**src/rtl/dsb_pkg.sv**
```systemverilog
// Shared definitions for the scoreboard: unit phases, class codes and
// the fixed mapping of unit index to class. Assumes the unit order
// integer, adder, multipliers, divider.
package dsb_pkg;

    typedef enum logic [1:0] {
        PH_IDLE = 2'd0,
        PH_OPS  = 2'd1,
        PH_EXEC = 2'd2,
        PH_WB   = 2'd3
    } phase_e;

    localparam logic [1:0] CLS_INT = 2'd0;
    localparam logic [1:0] CLS_ADD = 2'd1;
    localparam logic [1:0] CLS_MUL = 2'd2;
    localparam logic [1:0] CLS_DIV = 2'd3;

    // Class of the unit at position idx, given the multiplier count.
    function automatic logic [1:0] unit_class(input int idx, input int n_mul);
        if (idx == 0)              return CLS_INT;
        else if (idx == 1)         return CLS_ADD;
        else if (idx < 2 + n_mul)  return CLS_MUL;
        else                       return CLS_DIV;
    endfunction

endpackage

```
**src/rtl/dsb_result_table.sv**
```systemverilog
// Register result table: one entry per architectural register, naming
// the unit that will write it. Entries set at issue, cleared when the
// owning unit is write-granted. Assumes set and clear never hit the
// same entry in one cycle (issue requires the entry clear).
module dsb_result_table #(
    parameter int N_REGS  = 16,
    parameter int N_UNITS = 5,
    parameter int UW      = 3,
    parameter int RW      = 4
) (
    input  logic               clk,
    input  logic               rst_n,
    input  logic               set_en,
    input  logic [RW-1:0]      set_reg,
    input  logic [UW-1:0]      set_unit,
    input  logic [N_UNITS-1:0] wr_all,
    input  logic [RW-1:0]      look_dst,
    input  logic [RW-1:0]      look_s1,
    input  logic [RW-1:0]      look_s2,
    output logic               dst_pend,
    output logic               s1_vld,
    output logic [UW-1:0]      s1_id,
    output logic               s2_vld,
    output logic [UW-1:0]      s2_id
);

    localparam int PADW = 1 << UW;

    logic          ent_vld [N_REGS];
    logic [UW-1:0] ent_id  [N_REGS];
    logic [PADW-1:0] wr_pad;

    // Widen the write vector so any tag value indexes safely.
    always_comb begin
        wr_pad = '0;
        wr_pad[N_UNITS-1:0] = wr_all;
    end

    // Update entries: clear on owner write, then set on issue.
    always_ff @(posedge clk) begin
        if (!rst_n) begin
            for (int r = 0; r < N_REGS; r++) begin
                ent_vld[r] <= 1'b0;
                ent_id[r]  <= '0;
            end
        end else begin
            for (int r = 0; r < N_REGS; r++) begin
                if (ent_vld[r] && wr_pad[ent_id[r]])
                    ent_vld[r] <= 1'b0;
            end
            if (set_en) begin
                ent_vld[set_reg] <= 1'b1;
                ent_id[set_reg]  <= set_unit;
            end
        end
    end

    // Lookups for the instruction offered at issue.
    always_comb begin
        dst_pend = ent_vld[look_dst];
        s1_vld   = ent_vld[look_s1];
        s1_id    = ent_id[look_s1];
        s2_vld   = ent_vld[look_s2];
        s2_id    = ent_id[look_s2];
    end

endmodule

```
**src/rtl/dsb_issue_ctl.sv**
```systemverilog
// Issue control: picks the lowest idle unit of the requested class,
// stalls on a busy class or a pending destination, and marks a source
// ready when its producer is written in the same cycle.
module dsb_issue_ctl
    import dsb_pkg::*;
#(
    parameter int N_UNITS = 5,
    parameter int N_MUL   = 2,
    parameter int UW      = 3
) (
    input  logic               iss_valid,
    input  logic [1:0]         iss_cls,
    input  logic [N_UNITS-1:0] unit_busy,
    input  logic [N_UNITS-1:0] wr_all,
    input  logic               dst_pend,
    input  logic               s1_vld,
    input  logic [UW-1:0]      s1_id,
    input  logic               s2_vld,
    input  logic [UW-1:0]      s2_id,
    output logic               accept,
    output logic [UW-1:0]      unit_id,
    output logic [N_UNITS-1:0] iss_onehot,
    output logic               q1_vld,
    output logic               q2_vld
);

    localparam int PADW = 1 << UW;

    logic            found;
    logic [PADW-1:0] wr_pad;

    // Scan from the top so the lowest matching unit wins.
    always_comb begin
        found   = 1'b0;
        unit_id = '0;
        for (int i = N_UNITS - 1; i >= 0; i--) begin
            if (!unit_busy[i] && unit_class(i, N_MUL) == iss_cls) begin
                found   = 1'b1;
                unit_id = UW'(i);
            end
        end
    end

    // Accept only with a free unit and no pending writer of the destination.
    always_comb begin
        accept     = iss_valid && found && !dst_pend;
        iss_onehot = '0;
        if (accept)
            iss_onehot[unit_id] = 1'b1;
    end

    // A producer being written this cycle no longer counts as pending.
    always_comb begin
        wr_pad = '0;
        wr_pad[N_UNITS-1:0] = wr_all;
        q1_vld = s1_vld && !wr_pad[s1_id];
        q2_vld = s2_vld && !wr_pad[s2_id];
    end

endmodule

```
**src/rtl/dsb_unit_row.sv**
```systemverilog
// One functional-unit status row: phase, opcode, destination and
// source registers, producer tags and ready flags. Produces its own
// read and write grants; the WAR clearance comes from the top.
module dsb_unit_row
    import dsb_pkg::*;
#(
    parameter int N_UNITS = 5,
    parameter int UW      = 3,
    parameter int RW      = 4,
    parameter int OP_W    = 4
) (
    input  logic               clk,
    input  logic               rst_n,
    input  logic               iss_en,
    input  logic [OP_W-1:0]    iss_op,
    input  logic [RW-1:0]      iss_dst,
    input  logic [RW-1:0]      iss_s1,
    input  logic [RW-1:0]      iss_s2,
    input  logic               iss_q1_vld,
    input  logic [UW-1:0]      iss_q1_id,
    input  logic               iss_q2_vld,
    input  logic [UW-1:0]      iss_q2_id,
    input  logic [N_UNITS-1:0] wr_all,
    input  logic               done_in,
    input  logic               war_ok,
    output logic               busy,
    output logic [OP_W-1:0]    op,
    output logic [RW-1:0]      fi,
    output logic [RW-1:0]      fj,
    output logic [RW-1:0]      fk,
    output logic               rj,
    output logic               rk,
    output logic               rd_go,
    output logic               wr_go
);

    localparam int PADW = 1 << UW;

    phase_e          phase;
    logic            qj_vld, qk_vld;
    logic [UW-1:0]   qj_id, qk_id;
    logic [PADW-1:0] wr_pad;

    // Widen the write vector for tag indexing.
    always_comb begin
        wr_pad = '0;
        wr_pad[N_UNITS-1:0] = wr_all;
    end

    // Grants follow from the phase and the ready/clearance flags.
    always_comb begin
        busy  = (phase != PH_IDLE);
        rd_go = (phase == PH_OPS) && rj && rk;
        wr_go = (phase == PH_WB) && war_ok;
    end

    // Phase sequencing through issue, operands, execute and write.
    always_ff @(posedge clk) begin
        if (!rst_n) begin
            phase <= PH_IDLE;
        end else begin
            unique case (phase)
                PH_IDLE: if (iss_en)  phase <= PH_OPS;
                PH_OPS:  if (rd_go)   phase <= PH_EXEC;
                PH_EXEC: if (done_in) phase <= PH_WB;
                PH_WB:   if (wr_go)   phase <= PH_IDLE;
                default:              phase <= PH_IDLE;
            endcase
        end
    end

    // Instruction fields captured at issue.
    always_ff @(posedge clk) begin
        if (!rst_n) begin
            op <= '0;
            fi <= '0;
            fj <= '0;
            fk <= '0;
        end else if (iss_en) begin
            op <= iss_op;
            fi <= iss_dst;
            fj <= iss_s1;
            fk <= iss_s2;
        end
    end

    // First source tag and ready flag: set at issue, woken by writes, consumed by read.
    always_ff @(posedge clk) begin
        if (!rst_n) begin
            qj_vld <= 1'b0;
            qj_id  <= '0;
            rj     <= 1'b0;
        end else if (iss_en) begin
            qj_vld <= iss_q1_vld;
            qj_id  <= iss_q1_id;
            rj     <= !iss_q1_vld;
        end else if (rd_go) begin
            rj <= 1'b0;
        end else if (qj_vld && wr_pad[qj_id]) begin
            qj_vld <= 1'b0;
            rj     <= 1'b1;
        end
    end

    // Second source tag and ready flag, same rules as the first.
    always_ff @(posedge clk) begin
        if (!rst_n) begin
            qk_vld <= 1'b0;
            qk_id  <= '0;
            rk     <= 1'b0;
        end else if (iss_en) begin
            qk_vld <= iss_q2_vld;
            qk_id  <= iss_q2_id;
            rk     <= !iss_q2_vld;
        end else if (rd_go) begin
            rk <= 1'b0;
        end else if (qk_vld && wr_pad[qk_id]) begin
            qk_vld <= 1'b0;
            rk     <= 1'b1;
        end
    end

endmodule

```
**src/rtl/dyn_scoreboard.sv**
```systemverilog
// Scoreboard top: per-unit status rows, the register result table,
// issue control and the WAR clearance network. Assumes the requester
// holds an offered instruction until it is accepted.
module dyn_scoreboard
    import dsb_pkg::*;
#(
    parameter int N_MUL  = 2,
    parameter int N_REGS = 16,
    parameter int OP_W   = 4,
    localparam int N_UNITS = 3 + N_MUL,
    localparam int UW      = $clog2(N_UNITS),
    localparam int RW      = $clog2(N_REGS)
) (
    input  logic                      clk,
    input  logic                      rst_n,
    input  logic                      iss_valid,
    input  logic [1:0]                iss_cls,
    input  logic [OP_W-1:0]           iss_op,
    input  logic [RW-1:0]             iss_dst,
    input  logic [RW-1:0]             iss_src1,
    input  logic [RW-1:0]             iss_src2,
    input  logic [N_UNITS-1:0]        exec_done,
    output logic                      iss_accept,
    output logic [UW-1:0]             iss_unit,
    output logic [N_UNITS-1:0]        rd_grant,
    output logic [N_UNITS-1:0]        wr_grant,
    output logic [N_UNITS-1:0]        unit_busy,
    output logic [N_UNITS*OP_W-1:0]   unit_op
);

    logic [N_UNITS-1:0] iss_onehot;
    logic [N_UNITS-1:0] war_ok;
    logic               dst_pend, s1_vld, s2_vld, q1_vld, q2_vld;
    logic [UW-1:0]      s1_id, s2_id;
    logic [RW-1:0]      fi_a [N_UNITS];
    logic [RW-1:0]      fj_a [N_UNITS];
    logic [RW-1:0]      fk_a [N_UNITS];
    logic [N_UNITS-1:0] rj_a, rk_a;

    dsb_result_table #(
        .N_REGS (N_REGS),
        .N_UNITS(N_UNITS),
        .UW     (UW),
        .RW     (RW)
    ) u_table (
        .clk     (clk),
        .rst_n   (rst_n),
        .set_en  (iss_accept),
        .set_reg (iss_dst),
        .set_unit(iss_unit),
        .wr_all  (wr_grant),
        .look_dst(iss_dst),
        .look_s1 (iss_src1),
        .look_s2 (iss_src2),
        .dst_pend(dst_pend),
        .s1_vld  (s1_vld),
        .s1_id   (s1_id),
        .s2_vld  (s2_vld),
        .s2_id   (s2_id)
    );

    dsb_issue_ctl #(
        .N_UNITS(N_UNITS),
        .N_MUL  (N_MUL),
        .UW     (UW)
    ) u_issue (
        .iss_valid (iss_valid),
        .iss_cls   (iss_cls),
        .unit_busy (unit_busy),
        .wr_all    (wr_grant),
        .dst_pend  (dst_pend),
        .s1_vld    (s1_vld),
        .s1_id     (s1_id),
        .s2_vld    (s2_vld),
        .s2_id     (s2_id),
        .accept    (iss_accept),
        .unit_id   (iss_unit),
        .iss_onehot(iss_onehot),
        .q1_vld    (q1_vld),
        .q2_vld    (q2_vld)
    );

    for (genvar u = 0; u < N_UNITS; u++) begin : g_row
        dsb_unit_row #(
            .N_UNITS(N_UNITS),
            .UW     (UW),
            .RW     (RW),
            .OP_W   (OP_W)
        ) u_row (
            .clk       (clk),
            .rst_n     (rst_n),
            .iss_en    (iss_onehot[u]),
            .iss_op    (iss_op),
            .iss_dst   (iss_dst),
            .iss_s1    (iss_src1),
            .iss_s2    (iss_src2),
            .iss_q1_vld(q1_vld),
            .iss_q1_id (s1_id),
            .iss_q2_vld(q2_vld),
            .iss_q2_id (s2_id),
            .wr_all    (wr_grant),
            .done_in   (exec_done[u]),
            .war_ok    (war_ok[u]),
            .busy      (unit_busy[u]),
            .op        (unit_op[u*OP_W +: OP_W]),
            .fi        (fi_a[u]),
            .fj        (fj_a[u]),
            .fk        (fk_a[u]),
            .rj        (rj_a[u]),
            .rk        (rk_a[u]),
            .rd_go     (rd_grant[u]),
            .wr_go     (wr_grant[u])
        );
    end

    // WAR clearance: no other busy unit still owes a read of this destination.
    always_comb begin
        for (int f = 0; f < N_UNITS; f++) begin
            war_ok[f] = 1'b1;
            for (int g = 0; g < N_UNITS; g++) begin
                if (g != f && unit_busy[g] &&
                    ((fj_a[g] == fi_a[f] && rj_a[g]) ||
                     (fk_a[g] == fi_a[f] && rk_a[g])))
                    war_ok[f] = 1'b0;
            end
        end
    end

endmodule

```
**config.mk**
```make
export PLATFORM = sky130hd
export DESIGN_NAME = dyn_scoreboard
export DESIGN_NICKNAME = d
export VERILOG_FILES = /design/src/rtl/dsb_pkg.sv /design/src/rtl/dsb_result_table.sv /design/src/rtl/dsb_issue_ctl.sv /design/src/rtl/dsb_unit_row.sv /design/src/rtl/dyn_scoreboard.sv
export SDC_FILE = /design/constraint.sdc
export NUM_CORES = 1
export LEC_CHECK = 0
export CORE_MARGIN = 2
export CORE_UTILIZATION = 55
export DETAILED_ROUTE_END_ITERATION = 10
export PLACE_DENSITY = 0.74
export SYNTH_ARGS = -nofsm -noshare
export SYNTH_HDL_FRONTEND = slang
export SYNTH_SLANG_ARGS = --single-unit
export TNS_END_PERCENT = 10
```
**constraint.sdc**
```tcl
create_clock -name clk -period 7.9 [get_ports clk]
set_input_delay 1.185 -clock clk [delete_from_list [all_inputs] [get_ports clk]]
set_output_delay 1.185 -clock clk [all_outputs]
set_load 0.02 [all_outputs]
```
**Word level (Yosys, flattened, before mapping)**

Memories as Yosys holds them, arrays and structs flattened.
Cells that the tools add are included.

- Bits in registers: 140
- Bits in writable memories: 64
- Output and inout port bits: 39
- Logic and storage cells: 619
- Memories: 2

- $lt $le $gt $ge: 30
- Equality and inequality tests: 83
- Muxes and demuxes: 245
- Bitwise gates (word level): 16
- Reductions and logical operators: 188

Memories:

| name | depth | bits a word | read ports | clocked after memory_dff | write ports | RTL line | RTL |
|---|---|---|---|---|---|---|---|
| u_table.ent_id | 16 | 3 | 18 | 0 | 16 | dsb_result_table.sv:30 | `logic [UW-1:0] ent_id [N_REGS];` |
| u_table.ent_vld | 16 | 1 | 19 | 0 | 17 | dsb_result_table.sv:29 | `logic ent_vld [N_REGS];` |

Operator list:

| kind | count |
|---|---|
| $mux W1 | 183 |
| $eq A4 B4 Y1 | 40 |
| $lt A3 B4 Y1 const B | 29 |
| $logic_and A1 B1 Y1 | 111 |
| $bmux W1 S3 | 28 |
| $mux W2 | 20 |
| $pmux W2 S4 | 5 |
| $ne A2 B2 Y1 const B | 15 |
| $reduce_bool A2 Y1 | 15 |
| $reduce_bool A3 Y1 | 10 |
| $eq A2 B2 Y1 const B | 10 |
| $logic_or A1 B1 Y1 | 20 |
| $ne A2 B1 Y1 const B | 10 |
| $reduce_and A2 Y1 | 10 |
| $reduce_and A4 Y1 | 5 |
| $mux W3 | 6 |
| $or A1 B1 Y1 | 16 |
| $logic_not A2 Y1 | 6 |
| $eq A2 B1 Y1 const B | 5 |
| $logic_not A1 Y1 | 10 |
| $mux W5 | 1 |
| $eq A2 B2 Y1 const A | 2 |
| $mux W4 | 1 |
| $demux W1 S3 | 1 |
| other kinds (3) | 3 |

**Logic depth before layout (Yosys ltp)**

- Depth in word-level cells: 16
- Depth in mapped cells: 15

**Modules after synthesis**

Synthesis repeated with hierarchy kept, for this count alone.

- Cells, all modules: 1314
- Area, all modules: 13372.8 µm²

Modules (own cells, without submodules):

| module | times used | cells each | area each (µm²) |
|---|---|---|---|
| dsb_unit_row | 5 | 131 | 1323.8 |
| dsb_result_table | 1 | 329 | 4334.2 |
| dyn_scoreboard | 1 | 304 | 2224.6 |
| dsb_issue_ctl | 1 | 26 | 195.2 |

**Worst setup path after synthesis**

No wires, ideal clock.

- Path type: input to output
- Start: input iss_dst[0]
- End: output iss_accept
- Arrival time: 2582 ps
- Required time: 6715 ps
- Setup slack: 4133 ps
- Stages: 5
- Path through: buf_6 > mux4_2 > mux4_2 > nor2_1 > buf_4

- Cells in the longest elaborated chain, start to end: 3

RTL lines:

| element | RTL line | RTL |
|---|---|---|
| start, declared | dyn_scoreboard.sv:19 | `input logic [RW-1:0] iss_dst,` |
| $mem_v2 Z16 W1 | - |  |
| $logic_not A1 Y1 | dsb_issue_ctl.sv:46 | `accept = iss_valid && found && !dst_pend;` |
| $logic_and A1 B1 Y1 | dsb_issue_ctl.sv:46 |  |
| end, declared | dyn_scoreboard.sv:23 | `output logic iss_accept,` |

No other way between the ends.

**Final worst setup path**

Ends and elaborated chain as after synthesis.

==> impl_metrics.py <==
metrics = {
    "status": {
        "status": "finished, final reports clean",
    },
    "setup_path": {
        "start_kind": "input port",
        "critPathMaxFanout": 13,
        "crit_path_start": "iss_dst[0]",
        "cp.arrival_ns": 4.91,
        "cp_data_required_time_ns": 6.71,
        "critPathCaptureType": "output pin",
        "critical_path_class": "input port to output pin",
        "worstReg2RegStart": "g_row[3].u_row.phase[0]",
    },
    "synthesis": {
        "syn_nets": 1478,
        "postSynthCellCount": 1428,
        "synth_area_per_cell_um2": 8.954,
        "seq_area_frac_synth": 0.3570,
        "yosysWarnings": 0,
        "synthDistinctLibCells": 54,
        "async_reset_ff_frac": 0,
        "synth_area_um2": 12790,
        "synth-edff-count": 48,
        "ys.flop_type": "dfxtp_1",
        "ys_ff_latch": 204,
    },
    "sta": {
        "finalWorstSetupSlack_ns": 1.809,
        "fin_skew_ns": 0.006753,
        "fin_crit_sh": 0.7710,
        "rsz0062_at_grt": "no",
        "maxSlewHeadroom": 0.1898,
        "fin_tns_setup_ns": 0,
        "period_minus_slack_ns": 6.091,
        "hold_viol": 0,
        "setup_viol": 0,
        "max_clock_freq_ghz": 0.1642,
        "slew_viol_final": 0,
        "worstMarginPinSlew_ns": 1.211,
    },
    "final_layout": {
        "syn_to_final_growth_pct": 9.639,
        "n_antenna_cell": 0,
        "nets": 1427,
        "n_fill_cell": 1905,
        "layout-drive-gt1-share": 0.09169,
        "multi_input_area_um2": 7340,
        "regArea_um2": 4564,
    },
    "clocking": {
        "clk_pin_slew_ns": 0.06,
        "clk_latency_ns": 0.53,
        "cts-hold-fix-buffers": 0,
        "ctsResizeCount": 0,
        "cts_max_level": 1,
        "numCtsBuffers": 25,
        "cts_tree": "yes",
        "cts-root-buf": "clkbuf_16",
        "cts_sinks": 204,
        "post_cts_buffers": 0,
        "cts_buffer_depth": 3,
    },
    "routing": {
        "wire_per_inst_um": 22.05,
        "num_vias": 10732,
        "via_per_inst": 6.384,
        "drt_iter0_markers": 1203,
        "wirelength_mm": 37.06,
        "first_pass_iters": 5,
        "drc": 0,
        "drtAntennaViolNets": 0,
    },
    "run": {
        "cap_violations": 0,
    },
    "pwr": {
        "seq_power_share": 0.391,
        "p_leak_uw": 0.005393,
        "internal_power_uw": 2144,
        "combPwrFrac": 0.229,
        "sw_frac_of_total": 0.3168,
        "switchingPower_uw": 994.4,
        "clockPowerShare": 0.379,
        "powerDensity_nw_per_um2": 223.9,
        "peakVddDrop_uv": 202.0,
    },
    "placement": {
        "place_hpwl_mm": 24.59,
        "dp_slack_ns": 1.926,
        "port_buffers": 64,
        "gp_congestion": 0.9281,
    },
    "global_routing": {
        "grt_overflow_total": 0,
        "global_route.usage.total": 0.3071,
        "grt_pass1_vias": 10318,
        "grt_antenna_before_repair": 0,
        "grt_pass1_wl_mm": 58.31,
        "grt_max_degree": 86,
    },
    "die": {
        "die_area_um2": 24480,
        "die_w_um": 156.5,
        "num_rows": 55,
        "ios": 65,
        "start_util": 0.5630,
        "coreArea_um2": 22710,
        "die_y_um": 156.5,
    },
    "hold_path": {
        "worstHoldStart": "g_row[4].u_row.op[0]",
        "min_path_type": "flop to flop",
    },
}
cells by family (layout without fill, tap and decap cells):
| kind of cell | after synthesis | in the layout | share of synthesized area |
|---|---|---|---|
| multiplexers | 112 | 112 | 0.1476 |
| adder cells (fa/ha/maj) | 24 | 24 | 0.02349 |
| flip-flops | 204 | 204 | 0.3570 |
| buffers and inverters | 200 | 168 | 0.06958 |
| AND/OR/NAND/NOR | 514 | 514 | 0.1792 |
| AO/OA/AOI/OAI | 214 | 214 | 0.1136 |
| XOR/XNOR | 160 | 160 | 0.1096 |
cell type report:
cell class                 count  area share
clock buffer                  32     0.04864
clock inverter                14     0.01214
inverter                      44     0.01178
multi-input combinational   1024      0.5236
sequential                   204      0.3256
tap                          285     0.02544
timing repair buffer          78     0.05284
power groups by stage:
stage | Clock [µW] | Combinational, µW | Sequential [µW]
floorplan | 0 | 545 | 1190
global placement | 0 | 692 | 1240
detailed placement | 0 | 705 | 1250
CTS | 1200 | 709 | 1220
global route | 1240 | 776 | 1240
finish | 1190 | 720 | 1230
cells in the mapped netlist, drive strengths merged, types with 7 or more instances:
cell,instances,area share
a211oi,19,0.014
nand3,47,0.019
mux4,61,0.11
a32oi,16,0.011
inv,44,0.013
dfxtp,156,0.24
mux2i,49,0.038
nand4b,10,0.0068
a21boi,22,0.013
nor2b,28,0.014
nor3,52,0.020
buf,69,0.031
nor2,127,0.037
and4,7,0.0048
ha,24,0.023
nand2,223,0.066
xnor2,80,0.055
xor2,80,0.055
a21oi,56,0.022
clkbuf,87,0.026
o21ai,23,0.0090
a31oi,37,0.018
edfxtp,48,0.11
final timing paths:
check                          end  slack (ns)  depth (start not counted)
min           g_row[4].u_row.op[0]        0.45                          2
max                     iss_accept        1.81                          5
max reg2reg  g_row[3].u_row.qj_vld        3.48                         11
min reg2reg   g_row[4].u_row.op[0]        0.45                          2
critical path: stages:
cell and delay (ns):
clkdlybuf4s50_1 0.90, mux4_2 0.60, mux4_2 0.49, nor2_1 0.93
clkdlybuf4s50_1 0.78
per-stage QoR:
step | area [µm²] | power [µW] | hold slack, ns | cells | util
6_report | 14020 | 3139 | 0.4538 | 1681 | 0.6173
5_1_grt | 14020 | 3257 | 0.4896 | 1681 | 0.6173
4_1_cts | 14020 | 3132 | 0.4563 | 1681 | 0.6173
3_5_place_dp | 13170 | 1952 | 0.4485 | 1635 | 0.5798
3_3_place_gp | 13170 | 1935 | 0.4445 | 1635 | 0.5798
2_1_floorplan | 12790 | 1737 | 0.4493 | 1428 | -
flip-flops by register name (all words and copies together), names as in the netlist, 10 cells and up:
| name | cells |
|---|---|
| u_table.ent_id | 48 |
| g_row.u_row.fi | 20 |
| g_row.u_row.fj | 20 |
| g_row.u_row.fk | 20 |
| g_row.u_row.op | 20 |
| u_table.ent_vld | 16 |
| g_row.u_row.qj_id | 15 |
| g_row.u_row.qk_id | 15 |
| g_row.u_row.phase | 10 |
placed cells by master, fill, tap and decap left out, types with 22 or more instances in the layout:
master	count
nor2b_1	28
edfxtp_1	48
a31oi_1	36
mux2i_1	49
dfxtp_1	156
xnor2_1	80
clkbuf_16	25
mux4_2	61
nor3_1	52
nor2_1	127
inv_1	43
a21boi_0	22
a21oi_1	56
nand3_1	46
o21ai_0	22
nand2_1	222
ha_1	24
xor2_1	80
clkdlybuf4s50_1	63
routing by layer:
layer | up-vias | track usage | share of wire
li1 | 4854 | - | -
met1 | 5137 | 0.4149 | 0.41
met2 | 634 | 0.4995 | 0.46
met3 | 107 | 0.04486 | 0.091
met4 | 0 | 0.1210 | 0.038
met5 | - | 0 | 0
No activity file was read; power rests on OpenSTA's default activity.
